## src/rtl/gpio_bank_pkg.sv

```systemverilog
package gpio_bank_pkg;

    // Register offsets (bit 16 of the address clear)
    typedef enum logic [3:0] {
        SEL_DIN      = 4'd0,
        SEL_DOUT     = 4'd1,
        SEL_OE_SET   = 4'd2,
        SEL_OE_CLR   = 4'd3,
        SEL_IE_SET   = 4'd4,
        SEL_IE_CLR   = 4'd5,
        SEL_TYPE_SET = 4'd6,
        SEL_TYPE_CLR = 4'd7,
        SEL_POL_SET  = 4'd8,
        SEL_POL_CLR  = 4'd9,
        SEL_STAT     = 4'd10,
        SEL_NONE     = 4'd15
    } reg_sel_e;

    // Per-pin detect mode, encoded as {type, polarity}
    typedef enum logic [1:0] {
        LVL_LOW   = 2'b00,
        LVL_HIGH  = 2'b01,
        EDGE_FALL = 2'b10,
        EDGE_RISE = 2'b11
    } det_mode_e;

    localparam int unsigned SEL_W = 4;

endpackage

```

## src/rtl/gpio_sync.sv

```systemverilog
module gpio_sync #(
    parameter int unsigned WIDTH  = 16,
    parameter int unsigned STAGES = 2
) (
    input  logic             clk,
    input  logic             rst_n,
    input  logic [WIDTH-1:0] async_i,
    output logic [WIDTH-1:0] sync_o
);
    logic [WIDTH-1:0] stage_q [STAGES];

    always_ff @(posedge clk) begin
        if (!rst_n) stage_q[0] <= '0;
        else        stage_q[0] <= async_i;
    end

    for (genvar s = 1; s < STAGES; s++) begin : g_stage
        always_ff @(posedge clk) begin
            if (!rst_n) stage_q[s] <= '0;
            else        stage_q[s] <= stage_q[s-1];
        end
    end

    assign sync_o = stage_q[STAGES-1];
endmodule

```

## src/rtl/gpio_ctrl_regs.sv

```systemverilog
module gpio_ctrl_regs
    import gpio_bank_pkg::*;
#(
    parameter int unsigned NPINS = 16
) (
    input  logic             clk,
    input  logic             rst_n,
    input  logic             wr_en,
    input  logic             win_wr,
    input  reg_sel_e         sel,
    input  logic [NPINS-1:0] wmask,
    input  logic [NPINS-1:0] wdata,
    output logic [NPINS-1:0] dout_q,
    output logic [NPINS-1:0] oe_q,
    output logic [NPINS-1:0] ie_q,
    output logic [NPINS-1:0] itype_q,
    output logic [NPINS-1:0] ipol_q
);
    always_ff @(posedge clk) begin
        if (!rst_n) begin
            dout_q  <= '0;
            oe_q    <= '0;
            ie_q    <= '0;
            itype_q <= '0;
            ipol_q  <= '0;
        end else if (wr_en) begin
            if (win_wr) begin
                dout_q <= (dout_q & ~wmask) | (wdata & wmask);
            end else begin
                unique case (sel)
                    SEL_DOUT:     dout_q  <= wdata;
                    SEL_OE_SET:   oe_q    <= oe_q | wdata;
                    SEL_OE_CLR:   oe_q    <= oe_q & ~wdata;
                    SEL_IE_SET:   ie_q    <= ie_q | wdata;
                    SEL_IE_CLR:   ie_q    <= ie_q & ~wdata;
                    SEL_TYPE_SET: itype_q <= itype_q | wdata;
                    SEL_TYPE_CLR: itype_q <= itype_q & ~wdata;
                    SEL_POL_SET:  ipol_q  <= ipol_q | wdata;
                    SEL_POL_CLR:  ipol_q  <= ipol_q & ~wdata;
                    default: ;
                endcase
            end
        end
    end
endmodule

```

## src/rtl/gpio_irq_unit.sv

```systemverilog
module gpio_irq_unit
    import gpio_bank_pkg::*;
#(
    parameter int unsigned NPINS = 16
) (
    input  logic             clk,
    input  logic             rst_n,
    input  logic [NPINS-1:0] lvl_i,
    input  logic [NPINS-1:0] itype_i,
    input  logic [NPINS-1:0] ipol_i,
    input  logic [NPINS-1:0] clr_i,
    output logic [NPINS-1:0] pend_o
);
    logic [NPINS-1:0] prev_q;
    logic [NPINS-1:0] hit;

    function automatic logic det_hit(det_mode_e m, logic cur, logic prv);
        logic h;
        unique case (m)
            LVL_LOW:   h = !cur;
            LVL_HIGH:  h = cur;
            EDGE_FALL: h = prv && !cur;
            EDGE_RISE: h = cur && !prv;
            default:   h = 1'b0;
        endcase
        return h;
    endfunction

    always_comb begin
        for (int i = 0; i < int'(NPINS); i++) begin
            hit[i] = det_hit(det_mode_e'({itype_i[i], ipol_i[i]}), lvl_i[i], prev_q[i]);
        end
    end

    // A new hit wins over a clear in the same cycle
    always_ff @(posedge clk) begin
        if (!rst_n) begin
            prev_q <= '0;
            pend_o <= '0;
        end else begin
            prev_q <= lvl_i;
            pend_o <= (pend_o & ~clr_i) | hit;
        end
    end
endmodule

```

## src/rtl/gpio_bank_ctrl.sv

```systemverilog
module gpio_bank_ctrl
    import gpio_bank_pkg::*;
#(
    parameter int unsigned NPINS       = 16,
    parameter int unsigned SYNC_STAGES = 2,
    parameter int unsigned ADDR_W      = NPINS + 1
) (
    input  logic              clk,
    input  logic              rst_n,
    input  logic              bus_valid,
    input  logic              bus_write,
    input  logic [ADDR_W-1:0] bus_addr,
    input  logic [NPINS-1:0]  bus_wdata,
    output logic [NPINS-1:0]  bus_rdata,
    input  logic [NPINS-1:0]  pin_in,
    output logic [NPINS-1:0]  pin_out,
    output logic [NPINS-1:0]  pin_oe,
    output logic              irq_o
);
    localparam int unsigned WIN_BIT = ADDR_W - 1;

    logic             wr_stb;
    logic             win_wr;
    reg_sel_e         sel;
    logic [NPINS-1:0] din_sync;
    logic [NPINS-1:0] ie_q;
    logic [NPINS-1:0] itype_q;
    logic [NPINS-1:0] ipol_q;
    logic [NPINS-1:0] pend_q;
    logic [NPINS-1:0] stat_clr;

    assign wr_stb = bus_valid && bus_write;
    assign win_wr = bus_addr[WIN_BIT];

    // Offset decode: only exact offsets 0..10 below the window select a register
    always_comb begin
        sel = SEL_NONE;
        if (!bus_addr[WIN_BIT] && (bus_addr[WIN_BIT-1:SEL_W] == '0)
            && (bus_addr[SEL_W-1:0] <= 4'd10)) begin
            sel = reg_sel_e'(bus_addr[SEL_W-1:0]);
        end
    end

    assign stat_clr = (wr_stb && !win_wr && sel == SEL_STAT) ? bus_wdata : '0;

    gpio_sync #(.WIDTH(NPINS), .STAGES(SYNC_STAGES)) u_sync (
        .clk    (clk),
        .rst_n  (rst_n),
        .async_i(pin_in),
        .sync_o (din_sync)
    );

    gpio_ctrl_regs #(.NPINS(NPINS)) u_regs (
        .clk    (clk),
        .rst_n  (rst_n),
        .wr_en  (wr_stb),
        .win_wr (win_wr),
        .sel    (sel),
        .wmask  (bus_addr[NPINS-1:0]),
        .wdata  (bus_wdata),
        .dout_q (pin_out),
        .oe_q   (pin_oe),
        .ie_q   (ie_q),
        .itype_q(itype_q),
        .ipol_q (ipol_q)
    );

    gpio_irq_unit #(.NPINS(NPINS)) u_irq (
        .clk    (clk),
        .rst_n  (rst_n),
        .lvl_i  (din_sync),
        .itype_i(itype_q),
        .ipol_i (ipol_q),
        .clr_i  (stat_clr),
        .pend_o (pend_q)
    );

    always_comb begin
        unique case (sel)
            SEL_DIN:                   bus_rdata = din_sync;
            SEL_DOUT:                  bus_rdata = pin_out;
            SEL_OE_SET,   SEL_OE_CLR:   bus_rdata = pin_oe;
            SEL_IE_SET,   SEL_IE_CLR:   bus_rdata = ie_q;
            SEL_TYPE_SET, SEL_TYPE_CLR: bus_rdata = itype_q;
            SEL_POL_SET,  SEL_POL_CLR:  bus_rdata = ipol_q;
            SEL_STAT:                  bus_rdata = pend_q;
            default:                   bus_rdata = '0;
        endcase
    end

    assign irq_o = |(pend_q & ie_q);
endmodule

```

## config.mk

```make
export PLATFORM = sky130hd
export DESIGN_NAME = gpio_bank_ctrl
export DESIGN_NICKNAME = d
export VERILOG_FILES = /design/src/rtl/gpio_bank_pkg.sv /design/src/rtl/gpio_sync.sv /design/src/rtl/gpio_ctrl_regs.sv /design/src/rtl/gpio_irq_unit.sv /design/src/rtl/gpio_bank_ctrl.sv
export SDC_FILE = /design/constraint.sdc
export NUM_CORES = 1
export LEC_CHECK = 0
export ABC_AREA = 1
export BUFFER_PORTS_ARGS = -buffer_cell sky130_fd_sc_hd__buf_2
export CORE_MARGIN = 5
export CORE_UTILIZATION = 59
export CTS_CLUSTER_DIAMETER = 150
export CTS_CLUSTER_SIZE = 25
export DETAILED_ROUTE_END_ITERATION = 16
export GPL_TIMING_DRIVEN = 1
export PLACE_DENSITY = 0.89
export SYNTH_ARGS = -nofsm -noshare
export SYNTH_HDL_FRONTEND = slang
export SYNTH_HIERARCHICAL = 1
export SYNTH_SLANG_ARGS = --single-unit
```

## constraint.sdc

```tcl
create_clock -name clk -period 2.87 [get_ports clk]
set_clock_uncertainty 0.05 [all_clocks]
set_input_delay 0.1435 -clock clk [delete_from_list [all_inputs] [get_ports clk]]
set_output_delay 0.1435 -clock clk [all_outputs]
set_load 0.02 [all_outputs]
```

**Word-level counts from Yosys, hierarchy flattened**

Memory sizes are Yosys's and may differ from the RTL's.
Index checks and enable logic that the tools add are counted.

- Order comparisons: 1
- Equal/unequal tests: 58
- Mux-type cells: 29
- Bitwise operators: 20
- Reductions and logical operators: 103

Operator list:

| cell | number |
|---|---|
| 16-bit bitwise AND | 8 |
| 16-bit one-hot mux with 2 select lines | 4 |
| 16-bit one-hot mux with 7 select lines | 1 |
| 16-bit bitwise OR | 6 |
| 16-bit 2-to-1 mux | 5 |
| 2-bit equality test, second input constant | 32 |
| 1-bit one-hot mux with 4 select lines | 16 |
| 16-bit NOT | 3 |
| 1-bit logical AND | 37 |
| 1-bit logical NOT | 33 |
| 2-bit by 1-bit equality test with 1-bit output, second input constant | 16 |
| 2-bit logical NOT | 16 |
| 4-bit by 3-bit equality test with 1-bit output, second input constant | 4 |
| 16-bit OR reduction | 1 |
| 4-bit equality test, second input constant | 3 |
| 12-bit logical NOT | 1 |
| 3-bit AND reduction | 4 |
| 2-bit nonzero test | 5 |
| 4-bit by 2-bit equality test with 1-bit output, second input constant | 2 |
| 2-bit OR reduction | 4 |
| 4-bit by 1-bit equality test with 1-bit output, second input constant | 1 |
| 4-bit less-or-equal comparator, second input constant | 1 |
| 4-bit logical NOT | 1 |
| 4-bit 2-to-1 mux | 1 |
| 4 further kinds | 6 |

- Bits in registers: 112
- Bits in writable memories: 32
- Input bits: 53
- Output and inout port bits: 49
- Word-level logic and storage cells: 219
- Memories kept: 1

Memory list:

| memory | words | width | read ports | clocked after memory_dff | wr ports | line | source |
|---|---|---|---|---|---|---|---|
| u_sync.stage_q | 2 | 16 | 2 | 0 | 2 | gpio_sync.sv:10 | `logic [WIDTH-1:0] stage_q [STAGES];` |

**Logic depth before layout (Yosys ltp)**

- Depth after elaboration: 10
- Mapped depth: 15
- Gate-level depth less buffers: 13

**Cells and area by module**

The synthesis kept the hierarchy.

By module, submodules not included:

| module | times used | cells each | area each (µm²) | sequential area each (µm²) |
|---|---|---|---|---|
| gpio_ctrl_regs | 1 | 639 | 4,000.1 | 1,601.5 |
| gpio_bank_ctrl | 1 | 332 | 1,526.5 | 0.0 |
| gpio_irq_unit | 1 | 243 | 1,495.2 | 640.6 |
| gpio_sync | 1 | 99 | 914.6 | 640.6 |

**Least setup slack after synthesis**

Ideal clock, no wire load.

- Path type: input -> register
- From: input port bus_addr[5]
- To: register (tool-made name)
- Library setup time: 0.113 ns
- Arrival time: 1.866 ns
- Data required time: 2.707 ns
- Slack: 0.841 ns
- Stages: 11
- Path buffers: 1
- Cells stage by stage: or2_1 > nor2_4 > nand3_2 > nor2_1 > inv_1 > or2_4 > nor2_8 > buf_6 > nand2_1 > nor2_1 > nor2_1

RTL lines:

| what | line | source |
|---|---|---|
| from (decl) | gpio_bank_ctrl.sv:12 | `input logic [ADDR_W-1:0] bus_addr,` |

**Worst setup path in the final report**

- From: input port bus_addr[1]
- To: output port bus_rdata[1]

- Longest elaborated chain between the ends: 6
- Elaborated cells on any way between the ends: 19
- Those cells by class: order compare: 1; eq/ne: 10; mux: 2; reduce/logical: 6

Ends and longest elaborated chain:

| what | line | source |
|---|---|---|
| 4-bit less-or-equal comparator | gpio_bank_ctrl.sv:39 | `&& (bus_addr[SEL_W-1:0] <= 4'd10)) begin` |
| 1-bit logical AND | gpio_bank_ctrl.sv:39 |  |
| 4-bit 2-to-1 mux * | gpio_bank_ctrl.sv:38 | `if (!bus_addr[WIN_BIT] && (bus_addr[WIN_BIT-1:SEL_W] == '0)` |
| via sel[1] | gpio_bank_ctrl.sv:24 | `reg_sel_e sel;` |
| 4-bit equality test (tied with other cells) | gpio_bank_ctrl.sv:79 | `unique case (sel)` |
| 2-bit OR reduction | gpio_bank_ctrl.sv:79 |  |
| 16-bit one-hot mux with 7 select lines * | gpio_bank_ctrl.sv:79 |  |
| to (decl) | gpio_bank_ctrl.sv:14 | `output logic [NPINS-1:0] bus_rdata,` |

The timed path passes the listed nets; every way through them passes the cells marked *.

==> impl_summary.txt <==
----------------------------------------------------
[CTS]
  Clock insertion delay at the later pin of the skew report ... 420 ps
  Clock slew at reported path FFs ... 60 ps
  Clock buffer depth ... 2
  Clock sink total ... 144
  Post-CTS sizing ... 0
  Cts bufs inserted ... 17
  TritonCTS clock tree ... done
  Root Buffer ... clkbuf_16
  H-tree depth ... 4

[Yosys]
  Post-synthesis instance area ... 7940 µm²
  Sequential cell area fraction in the yosys report ... 0.363
  Share of flip-flops with an asynchronous set or reset ... 0
  Gate count of the mapped netlist ... 1,313
  Post-synth EDFFs ... 0
  Register bit total from synthesis ... 144
  Distinct cells, synth ... 29
  Synth area leader ... dfxtp_1
  Average footprint of a synthesized cell ... 6.04 µm²
  Largest cells by area after synthesis ... dfxtp_1 36%, nand2_1 19%, inv_1 11%
  Proportion of netlist area held by the largest area contributor ... 0.363
  Number of nets in the synthesized netlist ... 1,366
  Main flop type after synthesis ... dfxtp_1
  Number of warnings printed during yosys synthesis ... 6

[Global routing]
  Total overflow reported by the global router ... 0
  Vias in the first global route ... 7,755
  Pin count of the biggest net entering global routing ... 72
  Wire length of the first global-routing pass ... 38.2 mm
  Global-route total usage across every layer ... 0.296
  Number of antenna violations at the first check in global routing ... 0

[Cells and area]
  Final non-filler cell area ... 9230 µm²
  Highest-count cells in the layout ignoring fill and taps ... 395 x nand2_1, 235 x inv_1, 233 x nor2_1
  Diodes inserted ... 0
  Relative area change from synthesis to final layout ... 16.2%
  Total of fill cells in the finished design ... 1,089
  Count of nets after finishing ... 1,461
  Share of layout cells above drive strength 1 ... 0.135
  Most common library cell in the layout ignoring fill and taps ... nand2_1

[Place]
  IO Port Bufs ... 101
  Cell Area, Placed ... 8490 µm²
  Placement Setup Slack ... 457 ps
  Post-detailed-placement half-perimeter wirelength ... 15.8 mm
  Routability-driven placement congestion ratio ... 0.960

[Job]
  Max-capacitance violation count ... 0

[Pwr]
  Internal ... 3510 µW
  Reported leakage power ... 0.00511 µW
  PwrDens ... 496 nW/µm²
  PnR Total Power ... 4570 µW
  Peak supply drop ... 0.000391 V
  Proportion of power drawn by combinational gates ... 0.072
  Switching part of the total ... 0.232
  Sequential power share ... 0.458
  Clock network fraction of design power ... 0.470
  Switching Power ... 1060 µW

[Setup path]
  Type of element capturing the critical path ... primary output
  Worst Setup Path Type ... primary input to primary output
  Worst Path Max Fanout ... 20
  Critical path data arrival time ... 2390 ps
  Type of element launching the critical path ... primary input
  R2R setup slack ... 1920 ps
  Endpoint required time on the critical path ... 2680 ps
  Endpoint of the most critical register-to-register path ... u_irq/pend_o[14]
  Logic depth of the worst register-to-register path ... 5

[Min path]
  Worst hold path depth ... 4
  Startpoint of the tightest hold check path ... bus_wdata[3]
  Hold Crit Class ... primary input to flop

[Route]
  Final routed wirelength across all metal layers ... 23.4 mm
  Vias ... 8,512
  Initial DRC count ... 1,345
  Routed length per instance ... 14.7 µm
  Residual DRC count ... 0
  Post-DRT Antenna Nets ... 0
  Vias per std cell ... 5.34
  DR pass1 iterations ... 6

[Floorplan]
  Overall die area ... 15,900 µm²
  Area inside the core boundary ... 13,200 µm²
  Starting density of the core ... 0.599
  Chip Height ... 126 µm
  Io pins ... 102
  Floorplan row count ... 42
  Die Span X ... 126 µm

[STA]
  Slew Viols, Final ... 0
  Number of failing hold endpoints at the final stage ... 0
  Slew headroom ... 0.410
  Fmax achieved ... 387 MHz
  Slew at the pin closest to its max-slew limit ... 884 ps
  RSZ-0062 raised after global routing ... false
  Post-route fraction of the period consumed by the critical path ... 0.901
  Worst Slack Setup Final ... 284 ps
  Final sum of negative setup slack ... 0 ps
  Setup-failing EPs final ... 0
  Final worst path period need ... 2590 ps

[Run status]
  Run status ... completed

----------------------------------------------------
-- repair_timing --
item                      CTS  global route
hold buffers               16             0
hold endpoints to repair   16             0
setup buffers               0             0
-- kinds of logic after synthesis --
group / after synthesis / synth area share
and+or+nand+nor: 854 / 0.468
buffers and inverters: 294 / 0.153
DFF: 144 / 0.363
AOI/OAI and AO/OA: 21 / 0.0156
-- how the worst max path moves through the flow --
stage,start,end,slack [ps]
2_1_floorplan,bus_addr[5],flop,840
3_3_place_gp,bus_addr[1],bus_rdata[2],520
3_5_place_dp,bus_addr[1],bus_rdata[13],460
4_1_cts,bus_addr[1],bus_rdata[13],380
5_1_grt,bus_addr[1],bus_rdata[1],150
6_report,bus_addr[1],bus_rdata[1],280
-- Yosys cell counts (4+ instances only) --
| library cell | instances |
|---|---|
| nor2_4 | 4 |
| inv_1 | 235 |
| nand2_2 | 12 |
| buf_1 | 10 |
| nor3_1 | 16 |
| dfxtp_1 | 144 |
| buf_4 | 4 |
| nor2_1 | 235 |
| nand4_1 | 60 |
| a221oi_1 | 4 |
| buf_2 | 19 |
| nand2_1 | 395 |
| clkbuf_1 | 16 |
| nand3_1 | 103 |
| or2_2 | 16 |
| o21ai_0 | 16 |
| buf_6 | 8 |
-- cell type report --
class	instances	area [µm²]	share of cell area
repair buffers	134	821	0.0890
inverters	236	886	0.0960
multi-input cells	875	3840	0.417
clock inverters	6	82.6	0.00895
well taps	176	220	0.0239
clock buffers	23	488	0.0529
flip-flops and latches	144	2880	0.312
-- metal layers --
| layer | share of wire | up-vias | track usage |
|---|---|---|---|
| met5 | 0 | - | 0 |
| met4 | 0.045 | 0 | 0.154 |
| met3 | 0.13 | 99 | 0.0732 |
| met2 | 0.44 | 598 | 0.459 |
| met1 | 0.39 | 3667 | 0.383 |
| li1 | - | 4148 | - |
-- power groups by stage --
stage | logic [µW] | registers (µW) | clock network (µW)
3_3_place_gp | 296 | 2140 | 0
4_1_cts | 323 | 2090 | 2170
2_1_floorplan | 183 | 2140 | 0
5_1_grt | 366 | 2100 | 2270
3_5_place_dp | 303 | 2140 | 0
6_report | 328 | 2100 | 2150
-- critical path, stage by stage --
cell and delay, ps:
buf_2 230, nand2_1 120, nand2_1 50, nand2_1 140
nand4_1 290, nor2_2 770, nand3_1 190, nand2_1 180
nor2_1 50, nand2_1 60, buf_2 160
-- per-stage QoR --
step,cells,hold slack [ps],util
after floorplan,1313,187,-
after global placement,1549,278,0.641
after detailed placement,1549,276,0.641
after CTS,1594,28.0,0.697
after global routing,1594,62.7,0.697
final,1594,46.0,0.697
No activity file was read; power rests on OpenSTA's default activity.
